**config.mk**
```make
export PLATFORM = sky130hd
export DESIGN_NAME = rxrst_sequencer
export DESIGN_NICKNAME = d
export VERILOG_FILES = /design/src/rtl/rxrst_pkg.sv /design/src/rtl/rxrst_sync2.sv /design/src/rtl/rxrst_run_timer.sv /design/src/rtl/rxrst_sequencer.sv
export SDC_FILE = /design/constraint.sdc
export NUM_CORES = 1
export LEC_CHECK = 0
export BUFFER_PORTS_ARGS = -buffer_cell sky130_fd_sc_hd__buf_2
export CORE_MARGIN = 5
export CORE_UTILIZATION = 50
export DETAILED_ROUTE_END_ITERATION = 6
export HOLD_SLACK_MARGIN = 0.12
export PLACE_DENSITY = 0.76
export SYNTH_ARGS = -nofsm -noshare
export SYNTH_HDL_FRONTEND = slang
export SYNTH_SLANG_ARGS = --single-unit
```
**constraint.sdc**
```tcl
create_clock -name clk -period 2.37 [get_ports clk]
set_clock_uncertainty 0.05 [all_clocks]
set_input_delay 0 -clock clk [delete_from_list [all_inputs] [get_ports clk]]
set_output_delay 0 -clock clk [all_outputs]
set_load 0.01 [all_outputs]
```
**src/rtl/rxrst_pkg.sv**
```systemverilog
package rxrst_pkg;

    typedef enum logic [2:0] {
        ST_RESET      = 3'd0,
        ST_PLL_WAIT   = 3'd1,
        ST_ALIGN_WAIT = 3'd2,
        ST_FIFO_PULSE = 3'd3,
        ST_RUN        = 3'd4
    } rxrst_state_e;

endpackage

```
**src/rtl/rxrst_sync2.sv**
```systemverilog
module rxrst_sync2 #(
    parameter int WIDTH = 1
) (
    input  logic             clk,
    input  logic             rst_n,
    input  logic [WIDTH-1:0] async_in,
    output logic [WIDTH-1:0] sync_out
);

    logic [WIDTH-1:0] meta_q;

    always_ff @(posedge clk or negedge rst_n) begin
        if (!rst_n) begin
            meta_q   <= '0;
            sync_out <= '0;
        end else begin
            meta_q   <= async_in;
            sync_out <= meta_q;
        end
    end

endmodule

```
**src/rtl/rxrst_run_timer.sv**
```systemverilog
module rxrst_run_timer #(
    parameter int LIMIT = 4
) (
    input  logic clk,
    input  logic rst_n,
    input  logic en,
    input  logic qual,
    output logic done
);

    localparam int CW = (LIMIT > 1) ? $clog2(LIMIT) : 1;
    localparam logic [CW-1:0] LAST = CW'(LIMIT - 1);

    logic [CW-1:0] cnt_q;
    logic          at_last;

    assign at_last = (cnt_q == LAST);
    assign done    = en && qual && at_last;

    always_ff @(posedge clk or negedge rst_n) begin
        if (!rst_n) begin
            cnt_q <= '0;
        end else if (!en || !qual || at_last) begin
            cnt_q <= '0;
        end else begin
            cnt_q <= cnt_q + 1'b1;
        end
    end

    AST_TIMER_BOUND: assert property (@(posedge clk) disable iff (!rst_n)
        cnt_q <= LAST);

    AST_TIMER_IDLE_CLEAR: assert property (@(posedge clk) disable iff (!rst_n)
        (!en || !qual) |=> (cnt_q == '0));

endmodule

```
**src/rtl/rxrst_sequencer.sv**
```systemverilog
module rxrst_sequencer
    import rxrst_pkg::*;
#(
    parameter int NUM_CH          = 16,
    parameter int PLL_RST_CYC     = 8,
    parameter int LOCK_STABLE_CYC = 256,
    parameter int FIFO_PULSE_CYC  = 4
) (
    input  logic              clk,
    input  logic              rst_n_ext,
    input  logic              pll_lock_in,
    input  logic [NUM_CH-1:0] align_lock_in,
    output logic              pll_rst,
    output logic [NUM_CH-1:0] align_rst,
    output logic [NUM_CH-1:0] fifo_rst,
    output logic              ready,
    output logic              core_rst_n
);

    localparam int SYNC_W = NUM_CH + 1;

    rxrst_state_e state_q, state_d;
    logic [SYNC_W-1:0] lock_raw, lock_s;
    logic        pll_lock_s;
    logic [NUM_CH-1:0] align_lock_s;
    logic        all_locked;
    logic        hold_done, stable_done, pulse_done;
    logic        align_rst_d, fifo_rst_d;

    assign lock_raw = {pll_lock_in, align_lock_in};

    rxrst_sync2 #(.WIDTH(SYNC_W)) u_sync (
        .clk      (clk),
        .rst_n    (rst_n_ext),
        .async_in (lock_raw),
        .sync_out (lock_s)
    );

    assign pll_lock_s   = lock_s[SYNC_W-1];
    assign align_lock_s = lock_s[NUM_CH-1:0];
    assign all_locked   = &align_lock_s;

    rxrst_run_timer #(.LIMIT(PLL_RST_CYC)) u_hold_timer (
        .clk   (clk),
        .rst_n (rst_n_ext),
        .en    (state_q == ST_RESET),
        .qual  (1'b1),
        .done  (hold_done)
    );

    rxrst_run_timer #(.LIMIT(LOCK_STABLE_CYC)) u_stable_timer (
        .clk   (clk),
        .rst_n (rst_n_ext),
        .en    (state_q == ST_PLL_WAIT),
        .qual  (pll_lock_s),
        .done  (stable_done)
    );

    rxrst_run_timer #(.LIMIT(FIFO_PULSE_CYC)) u_pulse_timer (
        .clk   (clk),
        .rst_n (rst_n_ext),
        .en    (state_q == ST_FIFO_PULSE),
        .qual  (1'b1),
        .done  (pulse_done)
    );

    always_comb begin
        state_d = state_q;
        unique case (state_q)
            ST_RESET: begin
                if (hold_done) state_d = ST_PLL_WAIT;
            end
            ST_PLL_WAIT: begin
                if (stable_done) state_d = ST_ALIGN_WAIT;
            end
            ST_ALIGN_WAIT: begin
                if (!pll_lock_s)     state_d = ST_RESET;
                else if (all_locked) state_d = ST_FIFO_PULSE;
            end
            ST_FIFO_PULSE: begin
                if (!pll_lock_s)      state_d = ST_RESET;
                else if (!all_locked) state_d = ST_ALIGN_WAIT;
                else if (pulse_done)  state_d = ST_RUN;
            end
            ST_RUN: begin
                if (!pll_lock_s)      state_d = ST_RESET;
                else if (!all_locked) state_d = ST_ALIGN_WAIT;
            end
            default: state_d = ST_RESET;
        endcase
    end

    always_ff @(posedge clk or negedge rst_n_ext) begin
        if (!rst_n_ext) state_q <= ST_RESET;
        else            state_q <= state_d;
    end

    assign align_rst_d = (state_d == ST_RESET) || (state_d == ST_PLL_WAIT);
    assign fifo_rst_d  = (state_d != ST_RUN);

    always_ff @(posedge clk or negedge rst_n_ext) begin
        if (!rst_n_ext) begin
            pll_rst    <= 1'b1;
            ready      <= 1'b0;
            core_rst_n <= 1'b0;
        end else begin
            pll_rst    <= (state_d == ST_RESET);
            ready      <= (state_d == ST_RUN);
            core_rst_n <= (state_d == ST_RUN);
        end
    end

    for (genvar ch = 0; ch < NUM_CH; ch++) begin : g_lane_rst
        always_ff @(posedge clk or negedge rst_n_ext) begin
            if (!rst_n_ext) begin
                align_rst[ch] <= 1'b1;
                fifo_rst[ch]  <= 1'b1;
            end else begin
                align_rst[ch] <= align_rst_d;
                fifo_rst[ch]  <= fifo_rst_d;
            end
        end
    end

    AST_ALIGN_BEHIND_PLL: assert property (@(posedge clk) disable iff (!rst_n_ext)
        !align_rst[0] |-> !pll_rst);

    AST_READY_CLEAN: assert property (@(posedge clk) disable iff (!rst_n_ext)
        ready |-> (!pll_rst && align_rst == '0 && fifo_rst == '0 && core_rst_n));

    AST_ALIGN_RELEASE_LOCKED: assert property (@(posedge clk) disable iff (!rst_n_ext)
        $fell(align_rst[0]) |-> $past(pll_lock_s));

    AST_READY_ALL_LOCKED: assert property (@(posedge clk) disable iff (!rst_n_ext)
        $rose(ready) |-> $past(all_locked));

    AST_PLL_LOSS_RESTART: assert property (@(posedge clk) disable iff (!rst_n_ext)
        ((state_q == ST_ALIGN_WAIT || state_q == ST_FIFO_PULSE || state_q == ST_RUN)
         && !pll_lock_s) |=> (pll_rst && align_rst == '1));

    AST_LOCK_LOSS_DROPS_READY: assert property (@(posedge clk) disable iff (!rst_n_ext)
        (state_q == ST_RUN && pll_lock_s && !all_locked)
        |=> (!ready && fifo_rst == '1 && align_rst == '0));

endmodule

```
-- After elaboration in Yosys (flattened, before gate mapping)
Index checks and enable logic that the tools add are counted.
W data, S select, Z words.
- register bits: 54
- input bits: 19
- output and inout bits: 35
- logic and storage cells: 52
- add/sub/neg operators: 3
- eq/ne operators: 10
- mux-type cells: 13
- reductions and logical operators: 16
- operator list (operator ; number):
    $mux W3 ; 10
    $reduce_and A16 Y1 ; 1
    $pmux W3 S5 ; 1
    $eq A3 B3 Y1 const B ; 3
    $add A8 B1 Y8 const B ; 1
    $eq A8 B8 Y1 const B ; 1
    $mux W8 ; 1
    $eq A3 B1 Y1 const B ; 2
    $eq A3 B2 Y1 const B ; 2
    $logic_not A3 Y1 ; 2
    $logic_or A1 B1 Y1 ; 5
    $logic_and A1 B1 Y1 ; 4
    $logic_not A1 Y1 ; 4
    $add A3 B1 Y3 const B ; 1
    $ne A3 B3 Y1 const B ; 1
    $add A2 B1 Y2 const B ; 1
    $eq A2 B2 Y1 const B ; 1
    $mux W2 ; 1

-- Longest topological paths before layout
- word-level depth: 8
- depth in mapped cells: 6

-- By module
Synthesis repeated with hierarchy kept, for this count alone.
- cells, all modules: 152
- area, all modules: 2088.3 µm²
- by module, submodules not included (module ; instances ; cells an instance ; area an instance (µm²)):
    rxrst_sync2 ; 1 ; 34 ; 850.8
    rxrst_sequencer ; 1 ; 64 ; 623.1
    rxrst_run_timer (u_stable_timer) ; 1 ; 39 ; 380.4
    rxrst_run_timer (u_hold_timer) ; 1 ; 9 ; 140.1
    rxrst_run_timer (u_pulse_timer) ; 1 ; 6 ; 93.8

-- Worst setup path after synthesis
Ideal clock, no wire load.
- kind: register to register
- start point: register u_stable_timer.cnt_q[0]
- end point: register pll_rst
- library setup time: 0.090 ns
- data arrival time: 1.529 ns
- required time: 2.230 ns
- setup slack: 0.702 ns
- stages on the path, launching flop included: 6
- clock period less this slack: 1.668 ns
- path through: dfrtp_1 > ha_1 > nand3_2 > or3_4 > o221a_4 > nor4b_2
- word-level cells in the longest chain between the ends: 5
- RTL lines (what ; line ; source):
    start, declared ; rxrst_run_timer.sv:14 ; logic [CW-1:0] cnt_q;
    start signal, assigned ; rxrst_run_timer.sv:26 ; cnt_q <= cnt_q + 1'b1;
    $eq A8 B8 Y1 ; rxrst_run_timer.sv:17 ; assign at_last = (cnt_q == LAST);
    $logic_and A1 B1 Y1 ; rxrst_run_timer.sv:18 ; assign done = en && qual && at_last;
    $mux W3 ; rxrst_sequencer.sv:74 ; if (stable_done) state_d = ST_ALIGN_WAIT;
    $pmux W3 S5 ; rxrst_sequencer.sv:69 ; unique case (state_q)
    $logic_not A3 Y1 ; rxrst_sequencer.sv:107 ; pll_rst <= (state_d == ST_RESET);
    end signal, assigned ; rxrst_sequencer.sv:107 ;
    end, declared ; rxrst_sequencer.sv:13 ; output logic pll_rst,
No other way between the ends.

-- Final worst setup path
Ends and elaborated chain as after synthesis.

==> results.ini <==
[die]
die_y_um = 73.7
pin_count = 54
initial_core_util_pct = 51.0
coreArea_um2 = 3970
die_w_um = 73.7
fp-row-count = 23
die-area_um2 = 5430

[placement]
place_congestion = 0.850
placed_area_um2 = 2120
place_hpwl_mm = 2.06
port-buffer-count = 53

[worst_setup_path]
startpoint = u_stable_timer.cnt_q[0]$_DFF_PN0_
worstSetupPathDepth = 5
crit_path_end_kind = register
max_stage_delay_ns = 0.42
reg2reg_slack_ns = 0.58
start_kind = register
worstReg2RegEnd = pll_rst$_DFF_PN1_
cp_slowest_cell = or3_4
crit_type = reg -> reg
arrival_ns = 1.96
cpLargestDelayFamily = simple AND/OR/NAND/NOR gates
crit_chain = ha_1 > nand3_2 > or3_4 > o221a_4 > nor4b_2
worstSetupEndpoint = pll_rst$_DFF_PN1_
required_ns = 2.54
rr_worst_depth = 5
cp_max_fo = 4
cp.buffers_inverters = 0
r2r-start = u_stable_timer.cnt_q[0]$_DFF_PN0_

[clock_network]
hold_buffers = 18
ctsResizeCount = 0
clock-root-buffer = clkbuf_8
cts.clk_slew.worst_paths_ns = 0.09
insertion_delay_ns = 0.30
clock-sinks = 54
postCtsSetupRepairBufs = 0
htreeDepth = 2
cts_tree = done
cts_buffers = 5
max-clock-path-buffers = 2

[synthesis]
ys_ff_latch = 54
synth_fp_nets = 174
synth.distinct_cells = 33
syn-cell-area_um2 = 2030
avgSynthCellArea_um2 = 13.4
synth_seq_area_share_pct = 66.9
ys_warn_count = 0
syn_inst = 151

[grt]
grt_pass1_wl_mm = 4.99
overflow = 0
antenna_found_initial = 0
grt_usage_pct = 12.3
grt_max_degree = 30
grt_pass1_vias = 1139

[drt]
vias = 1177
routed_wirelength_mm = 2.97
drtIter0Drc = 48
drt-wirelength-per-cell_um = 11.9
drc = 0
firstDrtPassIters = 4
vias_per_cell = 4.73
ant_nets = 0

[finish]
final_area_um2 = 2420
regArea_um2 = 1360
mostFrequentLayoutCell = buf_2
multi_input_area_um2 = 419
layout_common_cells = buf_2 (53), dfrtp_1 (51), dlygate4sd3_1 (18)
fillCellCount = 297
area_delta_synth_final_pct = 19.3
antennaDiodeCount = 0
fin_nets = 221
drive_above_1_share_pct = 37.2

[timing]
hold_violations = 0
finalCritPeriodShare_pct = 75.6
fin_crit_ns = 1.79
rsz0062_at_grt = false
worst_slew_pin_slew_ns = 0.537
max_freq_ghz = 0.558
slew_headroom_pct = 64.2
tns_ns = 0
drv_slew = 0
setup_viol = 0

[power_and_ir_drop]
power.leakage_nw = 1.12
p_per_area_nw_per_um2 = 675
ir_drop_mv = 0.477
p_total_w = 0.00163

[min_path]
hp-class = in -> async

[run]
drv_cap = 0

[status]
outcome = completed

worst register-to-register path: stages (launching register included):
cell	delay, ns
dfrtp_1	0.40
ha_1	0.22
nand3_2	0.13
or3_4	0.42
o221a_4	0.23
nor4b_2	0.26
layer usage:
metal  GRT usage [%]  vias up  wire, um  share of wire, %
met2            22.3       59      1490                50
met4            3.62        0        13              0.44
met5               0        -         0                 0
met3            4.51        2       361                12
met1            13.2      555      1100                37
li1                -      561         -                 -
synthesized netlist by cell type:
cell	count	area [um^2]
dfrtp_1	51	1280
buf_4	31	233
nor2_1	9	33.8
nand2_1	7	26.3
ha_1	4	50.1
inv_1	4	15.0
nand3_1	4	20.0
nand4_1	4	25.0
dfstp_2	3	78.8
nor3_1	3	15.0
xnor2_1	3	26.3
a21oi_1	2	10.0
and2_1	2	12.5
nor2b_1	2	12.5
nor3b_1	2	15.0
o21ai_0	2	10.0
xor2_1	2	17.5
a211oi_1	1	7.51
a31o_2	1	8.76
a41o_2	1	11.3
buf_2	1	5.00
nand2b_1	1	6.26
nand3_2	1	10.0
nand3b_1	1	7.51
nor4_1	1	6.26
nor4_2	1	12.5
nor4b_2	1	15.0
o211ai_1	1	7.51
o221a_4	1	20.0
or2_2	1	6.26
or2b_1	1	7.51
or3_2	1	7.51
or3_4	1	11.3
where the power goes:
group | leakage (nW) | internal [W] | switching [W]
Clock | 0.0585 | 0.000316 | 0.000280
Sequential | 0.657 | 0.000954 | 0.0000129
Combinational | 0.409 | 0.0000363 | 0.0000318
Total | 1.12 | 0.00131 | 0.000325
area by class of cell:
cell class	count	share of cell area, %
clock buffer	5	2.85
tap	50	2.59
timing repair buffer	72	18.7
sequential	54	56.1
multi-input combinational	61	17.3
inverter	4	0.621
clock inverter	3	1.81
kinds of logic after synthesis:
kind of cell	Yosys count	synth area share (%)
compound gates	9	3.70
fa+ha+maj	4	2.47
xor+xnor	5	2.16
flops	54	66.9
simple gates	43	12.3
buf+inv	36	12.5
state kept, by name, summed over array words and instances (netlist names):
name                  cells
align_rst                 1
core_rst_n                1
u_sync.meta_q            17
u_hold_timer.cnt_q        3
fifo_rst                  1
u_stable_timer.cnt_q      8
pll_rst                   1
state_q                   3
u_sync.sync_out          17
u_pulse_timer.cnt_q       2
metrics by stage:
stage,std cells,util (%),hold slack (ns),setup WS [ns]
after floorplan,151,-,-0.346,0.702
after global placement,223,53.5,-0.0521,0.658
after detailed placement,223,53.5,-0.0406,0.592
after CTS,249,60.9,0.164,0.570
after global routing,249,60.9,0.230,0.483
final,249,60.9,0.162,0.578
worst min path at each step:
stage                         start                            end  slack [ns]  cells past startpoint
final                     rst_n_ext  u_sync.sync_out[16]$_DFF_PN0_        0.16                      2
after global placement    rst_n_ext     u_sync.meta_q[2]$_DFF_PN0_       -0.05                      1
after CTS                 rst_n_ext  u_sync.sync_out[16]$_DFF_PN0_        0.16                      2
after detailed placement  rst_n_ext    u_sync.meta_q[14]$_DFF_PN0_       -0.04                      1
after floorplan           rst_n_ext           core_rst_n$_DFF_PN0_       -0.35                      0
after global routing      rst_n_ext  u_sync.sync_out[16]$_DFF_PN0_        0.23                      2
Power figures use the tool's default switching activity.
